[config.mk]
export PLATFORM = sky130hd
export DESIGN_NAME = flash_cmd_engine
export DESIGN_NICKNAME = d
export VERILOG_FILES = /design/src/rtl/fce_pkg.sv /design/src/rtl/fce_regs.sv /design/src/rtl/fce_clkgen.sv /design/src/rtl/fce_buffer.sv /design/src/rtl/fce_shifter.sv /design/src/rtl/flash_cmd_engine.sv
export SDC_FILE = /design/constraint.sdc
export NUM_CORES = 2
export LEC_CHECK = 0
export BUFFER_PORTS_ARGS = -buffer_cell sky130_fd_sc_hd__buf_4
export CORE_MARGIN = 3
export CORE_UTILIZATION = 30
export CTS_CLUSTER_DIAMETER = 150
export DETAILED_ROUTE_END_ITERATION = 10
export GPL_TIMING_DRIVEN = 0
export MAX_ROUTING_LAYER = met4
export PLACE_DENSITY_LB_ADDON = 0.12
export SETUP_SLACK_MARGIN = 0.3
export SLEW_MARGIN = 20
export SYNTH_ARGS = -nofsm -noshare
export SYNTH_HDL_FRONTEND = slang
export SYNTH_HIERARCHICAL = 1
export SYNTH_SLANG_ARGS = --single-unit
[constraint.sdc]
create_clock -name clk -period 8.7 [get_ports clk]
set_clock_uncertainty 0.2 [all_clocks]
set_input_delay 0.435 -clock clk [delete_from_list [all_inputs] [get_ports clk]]
set_output_delay 0.435 -clock clk [all_outputs]
set_load 0.01 [all_outputs]
[src/rtl/fce_pkg.sv]
`timescale 1ns/1ps
package fce_pkg;
   // register offsets (byte addresses on the 7-bit bus)
   localparam logic [6:0] OFS_CMD  = 7'h00;
   localparam logic [6:0] OFS_CTRL = 7'h08;
   localparam logic [6:0] OFS_CLK  = 7'h18;
   localparam logic [6:0] OFS_USER = 7'h1C;
   localparam logic [6:0] OFS_LEN  = 7'h20;
   localparam logic [6:0] OFS_CSH  = 7'h2C;
   localparam logic [6:0] OFS_SLV  = 7'h30;

   // bit positions
   localparam int BIT_START  = 18;
   localparam int BIT_MAPEN  = 17;
   localparam int BIT_CAPEN  = 0;
   localparam int BIT_COMPAT = 2;
   localparam int BIT_DOUT   = 27;
   localparam int LEN_LSB    = 17;
   localparam int BIT_CSHOLD = 30;
   localparam int BIT_DONE   = 4;
   localparam int BIT_MODE   = 30;
   localparam int BIT_SRST   = 31;

   typedef struct packed {
      logic cap_en;
      logic dout_en;
      logic cs_hold;
   } fce_cfg_t;
endpackage

[src/rtl/fce_regs.sv]
`timescale 1ns/1ps
module fce_regs
   import fce_pkg::*;
#(
   parameter int DIV_W = 6,
   parameter int LEN_W = 9
) (
   input  logic             clk,
   input  logic             rst_n,
   input  logic             sel,
   input  logic             we,
   input  logic [6:0]       addr,
   input  logic [31:0]      wdata,
   input  logic             busy,
   input  logic             xfer_done,
   output logic             start_req,
   output logic             srst,
   output logic             map_en,
   output logic [DIV_W-1:0] half_div,
   output logic [LEN_W-1:0] nbits_m1,
   output fce_cfg_t         cfg,
   output logic             done_flag,
   output logic [31:0]      rdata
);
   initial begin
      assert (DIV_W >= 1 && DIV_W <= 16) else $error("DIV_W out of range");
      assert (LEN_LSB + LEN_W <= 32) else $error("LEN_W too wide for length field");
   end

   logic             wr;
   logic             map_q, cap_q, compat_q, dout_q, hold_q, done_q, mode_q;
   logic [DIV_W-1:0] div_q;
   logic [LEN_W-1:0] len_q;

   assign wr = sel & we;

   assign start_req = wr && (addr == OFS_CMD) && wdata[BIT_START] && !busy
                      && !map_q && !mode_q;
   assign srst      = wr && (addr == OFS_SLV) && wdata[BIT_SRST];

   always_ff @(posedge clk or negedge rst_n) begin
      if (!rst_n) begin
         map_q    <= 1'b1;
         div_q    <= DIV_W'(1);
         cap_q    <= 1'b0;
         compat_q <= 1'b0;
         dout_q   <= 1'b0;
         len_q    <= '0;
         hold_q   <= 1'b0;
         mode_q   <= 1'b0;
      end else if (wr) begin
         case (addr)
            OFS_CTRL: map_q <= wdata[BIT_MAPEN];
            OFS_CLK:  div_q <= wdata[DIV_W-1:0];
            OFS_USER: begin
               cap_q    <= wdata[BIT_CAPEN];
               compat_q <= wdata[BIT_COMPAT];
               dout_q   <= wdata[BIT_DOUT];
            end
            OFS_LEN:  len_q  <= wdata[LEN_LSB +: LEN_W];
            OFS_CSH:  hold_q <= wdata[BIT_CSHOLD];
            OFS_SLV:  mode_q <= wdata[BIT_MODE];
            default: ;
         endcase
      end
   end

   // sticky completion flag: reset abort > hardware set > software clear
   always_ff @(posedge clk or negedge rst_n) begin
      if (!rst_n)
         done_q <= 1'b0;
      else if (srst)
         done_q <= 1'b0;
      else if (xfer_done)
         done_q <= 1'b1;
      else if (wr && (addr == OFS_SLV) && !wdata[BIT_DONE])
         done_q <= 1'b0;
   end

   always_comb begin
      rdata = '0;
      case (addr)
         OFS_CMD:  rdata[BIT_START] = busy;
         OFS_CTRL: rdata[BIT_MAPEN] = map_q;
         OFS_CLK:  rdata[DIV_W-1:0] = div_q;
         OFS_USER: begin
            rdata[BIT_CAPEN]  = cap_q;
            rdata[BIT_COMPAT] = compat_q;
            rdata[BIT_DOUT]   = dout_q;
         end
         OFS_LEN:  rdata[LEN_LSB +: LEN_W] = len_q;
         OFS_CSH:  rdata[BIT_CSHOLD] = hold_q;
         OFS_SLV:  begin
            rdata[BIT_DONE] = done_q;
            rdata[BIT_MODE] = mode_q;
         end
         default: ;
      endcase
   end

   assign map_en    = map_q;
   assign half_div  = div_q;
   assign nbits_m1  = len_q;
   assign cfg       = '{cap_en: cap_q, dout_en: dout_q, cs_hold: hold_q};
   assign done_flag = done_q;

   AST_SRST_CLEARS_DONE: assert property (@(posedge clk) disable iff (!rst_n)
      srst |=> !done_q);
endmodule

[src/rtl/fce_clkgen.sv]
`timescale 1ns/1ps
module fce_clkgen #(
   parameter int DIV_W = 6
) (
   input  logic             clk,
   input  logic             rst_n,
   input  logic             run,
   input  logic [DIV_W-1:0] half_div,
   output logic             tick
);
   logic [DIV_W-1:0] cnt_q;

   always_ff @(posedge clk or negedge rst_n) begin
      if (!rst_n)
         cnt_q <= '0;
      else if (!run || cnt_q == half_div)
         cnt_q <= '0;
      else
         cnt_q <= cnt_q + 1'b1;
   end

   assign tick = run && (cnt_q == half_div);

   AST_TICK_SPACED: assert property (@(posedge clk) disable iff (!rst_n)
      (tick && half_div != '0 && $stable(half_div)) |=> !tick);
endmodule

[src/rtl/fce_buffer.sv]
`timescale 1ns/1ps
module fce_buffer #(
   parameter int BUF_BYTES = 64,
   parameter int LEN_W     = 9,
   localparam int WORDS    = BUF_BYTES / 4,
   localparam int WIDX     = $clog2(WORDS)
) (
   input  logic             clk,
   input  logic             rst_n,
   input  logic             busy,
   input  logic             wr_en,
   input  logic [WIDX-1:0]  wr_word,
   input  logic [31:0]      wr_data,
   input  logic [WIDX-1:0]  rd_word,
   output logic [31:0]      rd_data,
   input  logic             cap_we,
   input  logic [LEN_W-1:0] cap_idx,
   input  logic             cap_bit,
   input  logic [LEN_W-1:0] tx_idx,
   output logic             tx_bit
);
   initial begin
      assert (BUF_BYTES % 4 == 0 && WORDS >= 2) else $error("BUF_BYTES must be a multiple of 4, at least 8");
      assert ((1 << LEN_W) == BUF_BYTES * 8) else $error("LEN_W must address every buffer bit");
   end

   // stream bit n -> storage bit: byte n/8, bit 7-(n%8)
   function automatic logic [LEN_W-1:0] flat_pos(input logic [LEN_W-1:0] n);
      return {n[LEN_W-1:3], ~n[2:0]};
   endfunction

   logic [BUF_BYTES*8-1:0] store_q;
   logic [LEN_W-1:0]       cap_pos;
   logic [31:0]            word_view [WORDS];

   assign cap_pos = flat_pos(cap_idx);

   always_ff @(posedge clk or negedge rst_n) begin
      if (!rst_n) begin
         store_q <= '0;
      end else begin
         if (wr_en && !busy)
            store_q[32*int'(wr_word) +: 32] <= wr_data;
         if (cap_we)
            store_q[cap_pos] <= cap_bit;
      end
   end

   for (genvar w = 0; w < WORDS; w++) begin : g_view
      assign word_view[w] = store_q[32*w +: 32];
   end

   assign rd_data = word_view[rd_word];
   assign tx_bit  = store_q[flat_pos(tx_idx)];

   AST_BUF_FROZEN: assert property (@(posedge clk) disable iff (!rst_n)
      (busy && !cap_we) |=> $stable(store_q));
endmodule

[src/rtl/fce_shifter.sv]
`timescale 1ns/1ps
module fce_shifter
   import fce_pkg::*;
#(
   parameter int LEN_W = 9
) (
   input  logic             clk,
   input  logic             rst_n,
   input  logic             start_req,
   input  logic             srst,
   input  logic             tick,
   input  fce_cfg_t         cfg,
   input  logic [LEN_W-1:0] nbits_m1,
   input  logic             tx_bit,
   input  logic             miso,
   output logic [LEN_W-1:0] tx_idx,
   output logic             cap_we,
   output logic [LEN_W-1:0] cap_idx,
   output logic             cap_bit,
   output logic             busy,
   output logic             xfer_done,
   output logic             sclk,
   output logic             csn,
   output logic             mosi
);
   logic             busy_q, sclk_q, csn_q, mosi_q, cap_lat, dout_lat;
   logic [LEN_W-1:0] idx_q, last_q;
   logic             last_bit;

   assign last_bit = (idx_q == last_q);

   always_ff @(posedge clk or negedge rst_n) begin
      if (!rst_n) begin
         busy_q   <= 1'b0;
         sclk_q   <= 1'b0;
         csn_q    <= 1'b1;
         mosi_q   <= 1'b0;
         idx_q    <= '0;
         last_q   <= '0;
         cap_lat  <= 1'b0;
         dout_lat <= 1'b0;
      end else if (srst) begin
         busy_q <= 1'b0;
         sclk_q <= 1'b0;
         csn_q  <= 1'b1;
         mosi_q <= 1'b0;
      end else if (!busy_q) begin
         if (start_req) begin
            busy_q   <= 1'b1;
            csn_q    <= 1'b0;
            sclk_q   <= 1'b0;
            idx_q    <= '0;
            last_q   <= nbits_m1;
            cap_lat  <= cfg.cap_en;
            dout_lat <= cfg.dout_en;
            mosi_q   <= cfg.dout_en & tx_bit;
         end
      end else if (tick) begin
         if (!sclk_q) begin
            sclk_q <= 1'b1;                 // rising edge: sample
         end else begin
            sclk_q <= 1'b0;                 // falling edge: advance
            if (last_bit) begin
               busy_q <= 1'b0;
               csn_q  <= !cfg.cs_hold;
            end else begin
               idx_q  <= idx_q + 1'b1;
               mosi_q <= dout_lat & tx_bit;
            end
         end
      end
   end

   assign tx_idx    = busy_q ? idx_q + 1'b1 : '0;
   assign cap_we    = busy_q && tick && !sclk_q && cap_lat && !srst;
   assign cap_idx   = idx_q;
   assign cap_bit   = miso;
   assign xfer_done = busy_q && tick && sclk_q && last_bit && !srst;

   assign busy = busy_q;
   assign sclk = sclk_q;
   assign csn  = csn_q;
   assign mosi = mosi_q;

   AST_CS_LOW_BUSY: assert property (@(posedge clk) disable iff (!rst_n)
      busy_q |-> !csn_q);
   AST_SCLK_REST: assert property (@(posedge clk) disable iff (!rst_n)
      !busy_q |-> !sclk_q);
   AST_MOSI_STEADY: assert property (@(posedge clk) disable iff (!rst_n)
      (busy_q && sclk_q) |-> $stable(mosi_q));
   AST_MOSI_ZERO: assert property (@(posedge clk) disable iff (!rst_n)
      (busy_q && !dout_lat) |-> !mosi_q);
endmodule

[src/rtl/flash_cmd_engine.sv]
`timescale 1ns/1ps
module flash_cmd_engine
   import fce_pkg::*;
#(
   parameter int BUF_BYTES = 64,
   parameter int DIV_W     = 6,
   localparam int LEN_W    = $clog2(BUF_BYTES * 8),
   localparam int WIDX     = $clog2(BUF_BYTES / 4)
) (
   input  logic        clk,
   input  logic        rst_n,
   input  logic        bus_sel,
   input  logic        bus_we,
   input  logic [6:0]  bus_addr,
   input  logic [31:0] bus_wdata,
   output logic [31:0] bus_rdata,
   output logic        map_en,
   output logic        spi_sclk,
   output logic        spi_csn,
   output logic        spi_mosi,
   input  logic        spi_miso
);
   initial begin
      assert (BUF_BYTES <= 64) else $error("buffer window holds at most 64 bytes");
   end

   logic             buf_hit, start_req, srst, busy, xfer_done, tick, done_flag;
   logic             cap_we, cap_bit, tx_bit;
   logic [DIV_W-1:0] half_div;
   logic [LEN_W-1:0] nbits_m1, tx_idx, cap_idx;
   logic [31:0]      reg_rdata, buf_rdata;
   fce_cfg_t         cfg;

   assign buf_hit = bus_addr[6];

   fce_regs #(.DIV_W(DIV_W), .LEN_W(LEN_W)) u_regs (
      .clk(clk), .rst_n(rst_n), .sel(bus_sel), .we(bus_we), .addr(bus_addr),
      .wdata(bus_wdata), .busy(busy), .xfer_done(xfer_done),
      .start_req(start_req), .srst(srst), .map_en(map_en), .half_div(half_div),
      .nbits_m1(nbits_m1), .cfg(cfg), .done_flag(done_flag), .rdata(reg_rdata)
   );

   fce_clkgen #(.DIV_W(DIV_W)) u_clkgen (
      .clk(clk), .rst_n(rst_n), .run(busy), .half_div(half_div), .tick(tick)
   );

   fce_buffer #(.BUF_BYTES(BUF_BYTES), .LEN_W(LEN_W)) u_buffer (
      .clk(clk), .rst_n(rst_n), .busy(busy),
      .wr_en(bus_sel && bus_we && buf_hit), .wr_word(bus_addr[2 +: WIDX]),
      .wr_data(bus_wdata), .rd_word(bus_addr[2 +: WIDX]), .rd_data(buf_rdata),
      .cap_we(cap_we), .cap_idx(cap_idx), .cap_bit(cap_bit),
      .tx_idx(tx_idx), .tx_bit(tx_bit)
   );

   fce_shifter #(.LEN_W(LEN_W)) u_shifter (
      .clk(clk), .rst_n(rst_n), .start_req(start_req), .srst(srst), .tick(tick),
      .cfg(cfg), .nbits_m1(nbits_m1), .tx_bit(tx_bit), .miso(spi_miso),
      .tx_idx(tx_idx), .cap_we(cap_we), .cap_idx(cap_idx), .cap_bit(cap_bit),
      .busy(busy), .xfer_done(xfer_done), .sclk(spi_sclk), .csn(spi_csn),
      .mosi(spi_mosi)
   );

   assign bus_rdata = buf_hit ? buf_rdata : reg_rdata;

   AST_DONE_AT_END: assert property (@(posedge clk) disable iff (!rst_n)
      ($fell(busy) && !$past(srst)) |-> done_flag);
   AST_NO_START_MAPPED: assert property (@(posedge clk) disable iff (!rst_n)
      (map_en && !busy && !srst) |=> !busy);
endmodule

## After elaboration in Yosys (flattened, before gate mapping)

Index checks and enable logic that the tools add are counted.

- Order comparisons: 4
- Equality and inequality tests: 15
- Multiplexer cells: 55
- Bitwise logic cells: 8
- Shift operators: 2
- Reduce and logical (&&, ||, !) cells: 43
- Add/sub/neg operators: 3

Operators with widths:

| cell | number |
|---|---|
| $bwmux 512 | 2 |
| $mux 512 | 2 |
| $shift 32x33->512 const A | 1 |
| $shiftx 32x33->512 | 1 |
| $bmux 32 s4 | 1 |
| $mux 32 | 3 |
| $mux 9 | 6 |
| $neg 9->33 | 1 |
| $mux 1 | 31 |
| $eq 7x6->1 const B | 3 |
| $logic_and 1x1->1 | 20 |
| $lt 9x10->1 const B | 2 |
| $eq 7x5->1 const B | 2 |
| $reduce_and 2->1 | 7 |
| $pmux 1 s2 | 6 |
| $add 9x1->9 const B | 1 |
| $bmux 1 s9 | 1 |
| $demux 1 s9 | 1 |
| $eq 9x9->1 | 1 |
| $ge 9x1->1 const B | 1 |
| $ne 3x2->1 const B | 3 |
| $reduce_and 4->1 | 2 |
| $eq 7x4->1 const B | 1 |
| $logic_not 1->1 | 7 |
| 18 further kinds | 24 |

- Word-level logic and storage cells: 149
- Register bits: 564
- Output and inout bits: 36
- Input port bits: 44

## Logic depth before layout (Yosys ltp)

- Depth in word-level cells: 11
- Depth in mapped cells: 18
- Gate-level depth less buffers: 15

## Hierarchy

Netlist, hierarchy kept.

Modules (own cells, without submodules):

| module | sequential area each (µm²) | times used | area an instance (µm²) | cells an instance |
|---|---|---|---|---|
| fce_buffer | 12812.3 | 1 | 33525.9 | 3327 |
| fce_shifter | 601.8 | 1 | 1297.5 | 119 |
| fce_regs | 553.0 | 1 | 1271.2 | 109 |
| flash_cmd_engine | 0.0 | 1 | 546.8 | 37 |
| fce_clkgen | 150.1 | 1 | 361.6 | 33 |

## Least setup slack after synthesis

No wires, ideal clock.

- Path type: flip-flop to flip-flop
- Start point: reg u_clkgen.cnt_q[4]
- End point: reg u_buffer.store_q[341]
- Stages on the path, launching flop included: 12
- Slack: 5.134 ns
- Library setup time: 0.082 ns
- Period minus slack after synthesis: 3.566 ns
- Arrival: 3.284 ns
- Buffers on the path: 2
- Required time: 8.418 ns
- Path through: dfrtp_1 > xor2_1 > nor4_4 > and3_1 > nand2_1 > nor4b_1 > or3b_2 > clkbuf_1 > nor2_1 > clkbuf_1 > a221oi_1 > a31oi_1

- Cells in the longest elaborated chain, start to end: 7

Ends and longest elaborated chain:

| what | line | source |
|---|---|---|
| start: declaration | fce_clkgen.sv:11 | `logic [DIV_W-1:0] cnt_q;` |
| start signal: assignment | fce_clkgen.sv:19 | `cnt_q <= cnt_q + 1'b1;` |
| $eq 6x6->1 | fce_clkgen.sv:22 | `assign tick = run && (cnt_q == half_div);` |
| $logic_and 1x1->1 | fce_clkgen.sv:22 |  |
| net tick | flash_cmd_engine.sv:27 | `logic buf_hit, start_req, srst, busy, xfer_done, tick, done_flag;` |
| $logic_and 1x1->1 (4 in series) | fce_shifter.sv:75 | `assign cap_we = busy_q && tick && !sclk_q && cap_lat && !srst;` |
| net cap_we | flash_cmd_engine.sv:28 | `logic cap_we, cap_bit, tx_bit;` |
| $mux 512 | fce_buffer.sv:44 | `if (cap_we)` |
| end signal: indexed assignment | fce_buffer.sv:43 | `store_q[32*int'(wr_word) +: 32] <= wr_data;` |
| end signal: indexed assignment | fce_buffer.sv:45 | `store_q[cap_pos] <= cap_bit;` |
| end: declaration | fce_buffer.sv:32 | `logic [BUF_BYTES*8-1:0] store_q;` |

The timed path passes the listed nets, and every way through them passes these cells.
A chain may end at the register's enable or synchronous reset.

## Worst setup path after layout

- Start point: reg u_shifter.busy_q (netlist: u_shifter/busy)
- End point: reg u_shifter.mosi_q (netlist: u_shifter/mosi)

- Cells in the longest elaborated chain, start to end: 10
- Elaborated cells on any way between the ends: 22
- Classes of those cells: eq/ne (3); mux (9); bitwise (3); reduce/logical (7)

Ends and longest elaborated chain:

| what | line | source |
|---|---|---|
| start: declaration | fce_shifter.sv:26 | `logic busy_q, sclk_q, csn_q, mosi_q, cap_lat, dout_lat;` |
| start signal: assignment | fce_shifter.sv:34 | `busy_q <= 1'b0;` |
| start signal: assignment | fce_shifter.sv:43 | `busy_q <= 1'b0;` |
| start signal: assignment | fce_shifter.sv:49 | `busy_q <= 1'b1;` |
| $mux 9 (*) | fce_shifter.sv:74 | `assign tx_idx = busy_q ? idx_q + 1'b1 : '0;` |
| net tx_idx[1] | flash_cmd_engine.sv:30 | `logic [LEN_W-1:0] nbits_m1, tx_idx, cap_idx;` |
| $not 3->3 (*) | fce_buffer.sv:29 | `return {n[LEN_W-1:3], ~n[2:0]};` |
| $bmux 1 s9 (*) | fce_buffer.sv:54 | `assign tx_bit = store_q[flat_pos(tx_idx)];` |
| $mux 1 (not written as such) (*) | fce_buffer.sv:54 |  |
| net tx_bit | flash_cmd_engine.sv:28 |  |
| $and 1x1->1 | fce_shifter.sv:68 | `mosi_q <= dout_lat & tx_bit;` |
| $mux 1 | fce_shifter.sv:63 | `if (last_bit) begin` |
| $mux 1 | fce_shifter.sv:59 | `if (!sclk_q) begin` |
| $mux 1 | fce_shifter.sv:58 | `end else if (tick) begin` |
| $mux 1 (*) | fce_shifter.sv:47 | `end else if (!busy_q) begin` |
| $mux 1 (*) | fce_shifter.sv:42 | `end else if (srst) begin` |
| end signal: assignment | fce_shifter.sv:56 | `mosi_q <= cfg.dout_en & tx_bit;` |
| end signal: assignment | fce_shifter.sv:68 |  |
| end: declaration | fce_shifter.sv:26 |  |

Mark *: on every way through the listed nets, which the timed path passes. The rest lies on a longest branch. The select of a mux whose other input is x is not followed.

==> impl_metrics.ini <==
[run_status]
status = complete, no violations

[pwr]
ir_worst_vdd_v = 0.0001399
p_per_area_mw_per_mm2 = 169.6
p_total_mw = 7.250
p_leak_nw = 15.87

[final_layout]
nFillCells = 12470
area_growth_pct = 15.50
fin_util = 0.3498
fin_nets = 3876
drive_above_1_share = 0.1766
seq_area_mm2 = 0.01412
fin_cells = 5523
multi_input_comb_area_mm2 = 0.02071

[floorplanning]
rows = 128
dieArea_mm2 = 0.1276
core-area_mm2 = 0.1222
die_w_um = 357.2
initial_utilization = 0.3028
die_height_um = 357.2
pin_count = 80

[synth]
netlist.area_leader.share = 0.3794
yosysWarnings = 6
syn_avg_cell_area_um2 = 10.21
synth-async-reset-ratio = 1.000
ys_seq_area_frac = 0.3815
netlist_top_cells_area = dfrtp_1, mux4_2, a221oi_1
synth_edf_count = 0
syn_area_mm2 = 0.03700
synth_cell_type_count = 76
ys_ff_latch = 564
synth_cells = 3625
synth_flop_cell = dfrtp_1
yosys.area.top_type = dfrtp_1

[setup_path]
cp_max_fo = 11
reg2reg_from = u_shifter/busy$_DFF_PN0_
required_ns = 9.06
cp-end-kind = register
critPathLaunch = u_shifter/busy$_DFF_PN0_
crit_type = reg2reg
startpoint_type = register
arrival_ns = 7.51

[detailed_routing]
vias = 40380
drt-total-wl_um = 275900
dr.pass1.iters = 6
dr.first_iter.drc_count = 7879
wl_per_cell_um = 49.95
drt.antenna.violating_nets = 0
viasPerCell = 7.311
drc = 0

[timing]
period_needed_ns = 7.150
drv_slew = 0
setup_viol = 0
finalHoldViolations = 0
worstMarginPinSlew_ns = 1.362
max_freq_ghz = 0.1399
holdWs_ns = 0.01844
post-route-period-util = 0.8219
rsz0062_at_grt = no
relSlewSlack = 0.08833

[place]
gp_congestion = 1.093
post-place-cells = 5355
dpl.hpwl_um = 217100
portBuffers = 78

[clock_network]
cts_root_buf = clkbuf_16
clkTransAtPathRegs_ns = 0.05
numCtsBuffers = 76
ctsHoldBuffers = 19
post_cts_buffers = 0
clk_latency_ns = 0.69
htreeDepth = 3
max-clock-path-buffers = 3
cts.sinks = 564
cts.repair.resized = 0
tritoncts = yes

[global_route]
grt_pass1_vias = 37970
grt_max_degree = 89
overflow = 0
antenna_found_initial = 25
track_usage = 0.4349
grt_pass1_wl_um = 357300

[worst_hold_path]
hp-class = in2reg
min-delay-start = bus_addr[0]

[flow_run]
maxCapViolations = 0
[worst paths after layout]
kind | endpoint | slack [ns] | depth (start not counted)
max | u_shifter/mosi$_DFFE_PN0P_ | 1.55 | 15
min | u_regs/map_en$_DFFE_PN1P_ | 0.02 | 4
max reg2reg | u_shifter/mosi$_DFFE_PN0P_ | 1.55 | 15
min reg2reg | u_shifter/cap_lat$_DFFE_PN0P_ | 0.31 | 1
max in group asynchronous | u_buffer/store_q[479]$_DFF_PN0_ | 6.16 | 6
min in group asynchronous | u_clkgen/cnt_q[4]$_DFF_PN0_ | 0.05 | 2
[stage by stage]
stage,TNS [ns],worst slack [ns],instance area [µm²]
after floorplan,0,5.134,37060
after global placement,-54.79,-0.2560,39670
after detailed placement,0,2.129,40070
after CTS,0,2.120,42680
after global routing,0,1.989,42730
final,0,1.550,42740
[registers in the layout, indices dropped and copies added (netlist names), 6 cells and up]
name	flops
u_buffer/store_q	512
u_regs/nbits_m1	9
u_shifter/cap_idx	9
u_shifter/last_q	9
u_clkgen/cnt_q	6
u_regs/half_div	6
[power breakdown]
part	internal (mW)	switching, mW
sequential	2.76	0.156
combinational	0.375	0.751
clock	1.84	1.37
[routing by layer]
layer | global-route usage | routed length, µm | vias to the layer above
li1 | - | - | 15070
met1 | 0.5219 | 101600 | 20840
met2 | 0.5914 | 110900 | 3704
met3 | 0.1757 | 39230 | 762
met4 | 0.2993 | 24190 | 0
met5 | - | 0 | -
[critical path, cell delays in order (launching register included)]
cell	delay, ns
dfrtp_1	0.75
buf_2	0.35
and2_1	0.17
buf_4	0.39
buf_2	0.66
buf_4	0.45
buf_2	0.89
mux4_2	0.55
nor4_1	1.04
nor3b_1	0.40
nand4_1	0.24
a211o_1	0.22
nand4_1	0.29
nand2_1	0.14
a21oi_1	0.05
o21a_1	0.18
[synthesized netlist by cell type, drive strengths merged (5+ instances only)]
master,n
dfrtp,561
a31oi,514
a221oi,504
nor2,499
clkbuf,405
mux4,232
nand2,126
mux2i,115
nor3,111
buf,91
mux2,82
o221ai,58
a21oi,47
nand2b,33
nand3,31
or3,27
o22ai,26
xor2,21
inv,12
and2,11
and3,10
nand3b,9
o21ai,9
nor4,8
xnor2,6
nand4,5
nor3b,5
o2111ai,5
o211ai,5
[final cells by class]
cell class | instances | share of cell area
tap | 1625 | 0.04757
timing repair buffer | 111 | 0.02518
multi-input combinational | 2563 | 0.4846
inverter | 16 | 0.001405
clock inverter | 24 | 0.005094
buffer | 496 | 0.05354
sequential | 564 | 0.3303
clock buffer | 110 | 0.05149
antenna | 14 | 0.0008197
[kinds of logic (layout without fill, tap and decap cells)]
family	after synthesis	after routing	share of synthesized area
flops	564	564	0.3815
xor+xnor	27	27	0.006391
fa+ha+maj	4	4	0.001353
mux	429	429	0.2008
buf+inv	512	757	0.06161
other cells	1	29	0.0001013
simple gates	892	892	0.1073
compound gates	1196	1196	0.2410
[placed cells by master (no fill, tap or decap), drive strengths merged, types with 82 or more instances in the layout]
master / count
dfrtp: 561
clkbuf: 517
a31oi: 514
a221oi: 504
nor2: 499
mux4: 232
buf: 181
nand2: 126
mux2i: 115
nor3: 111
mux2: 82
No activity file was read; power rests on OpenSTA's default activity.
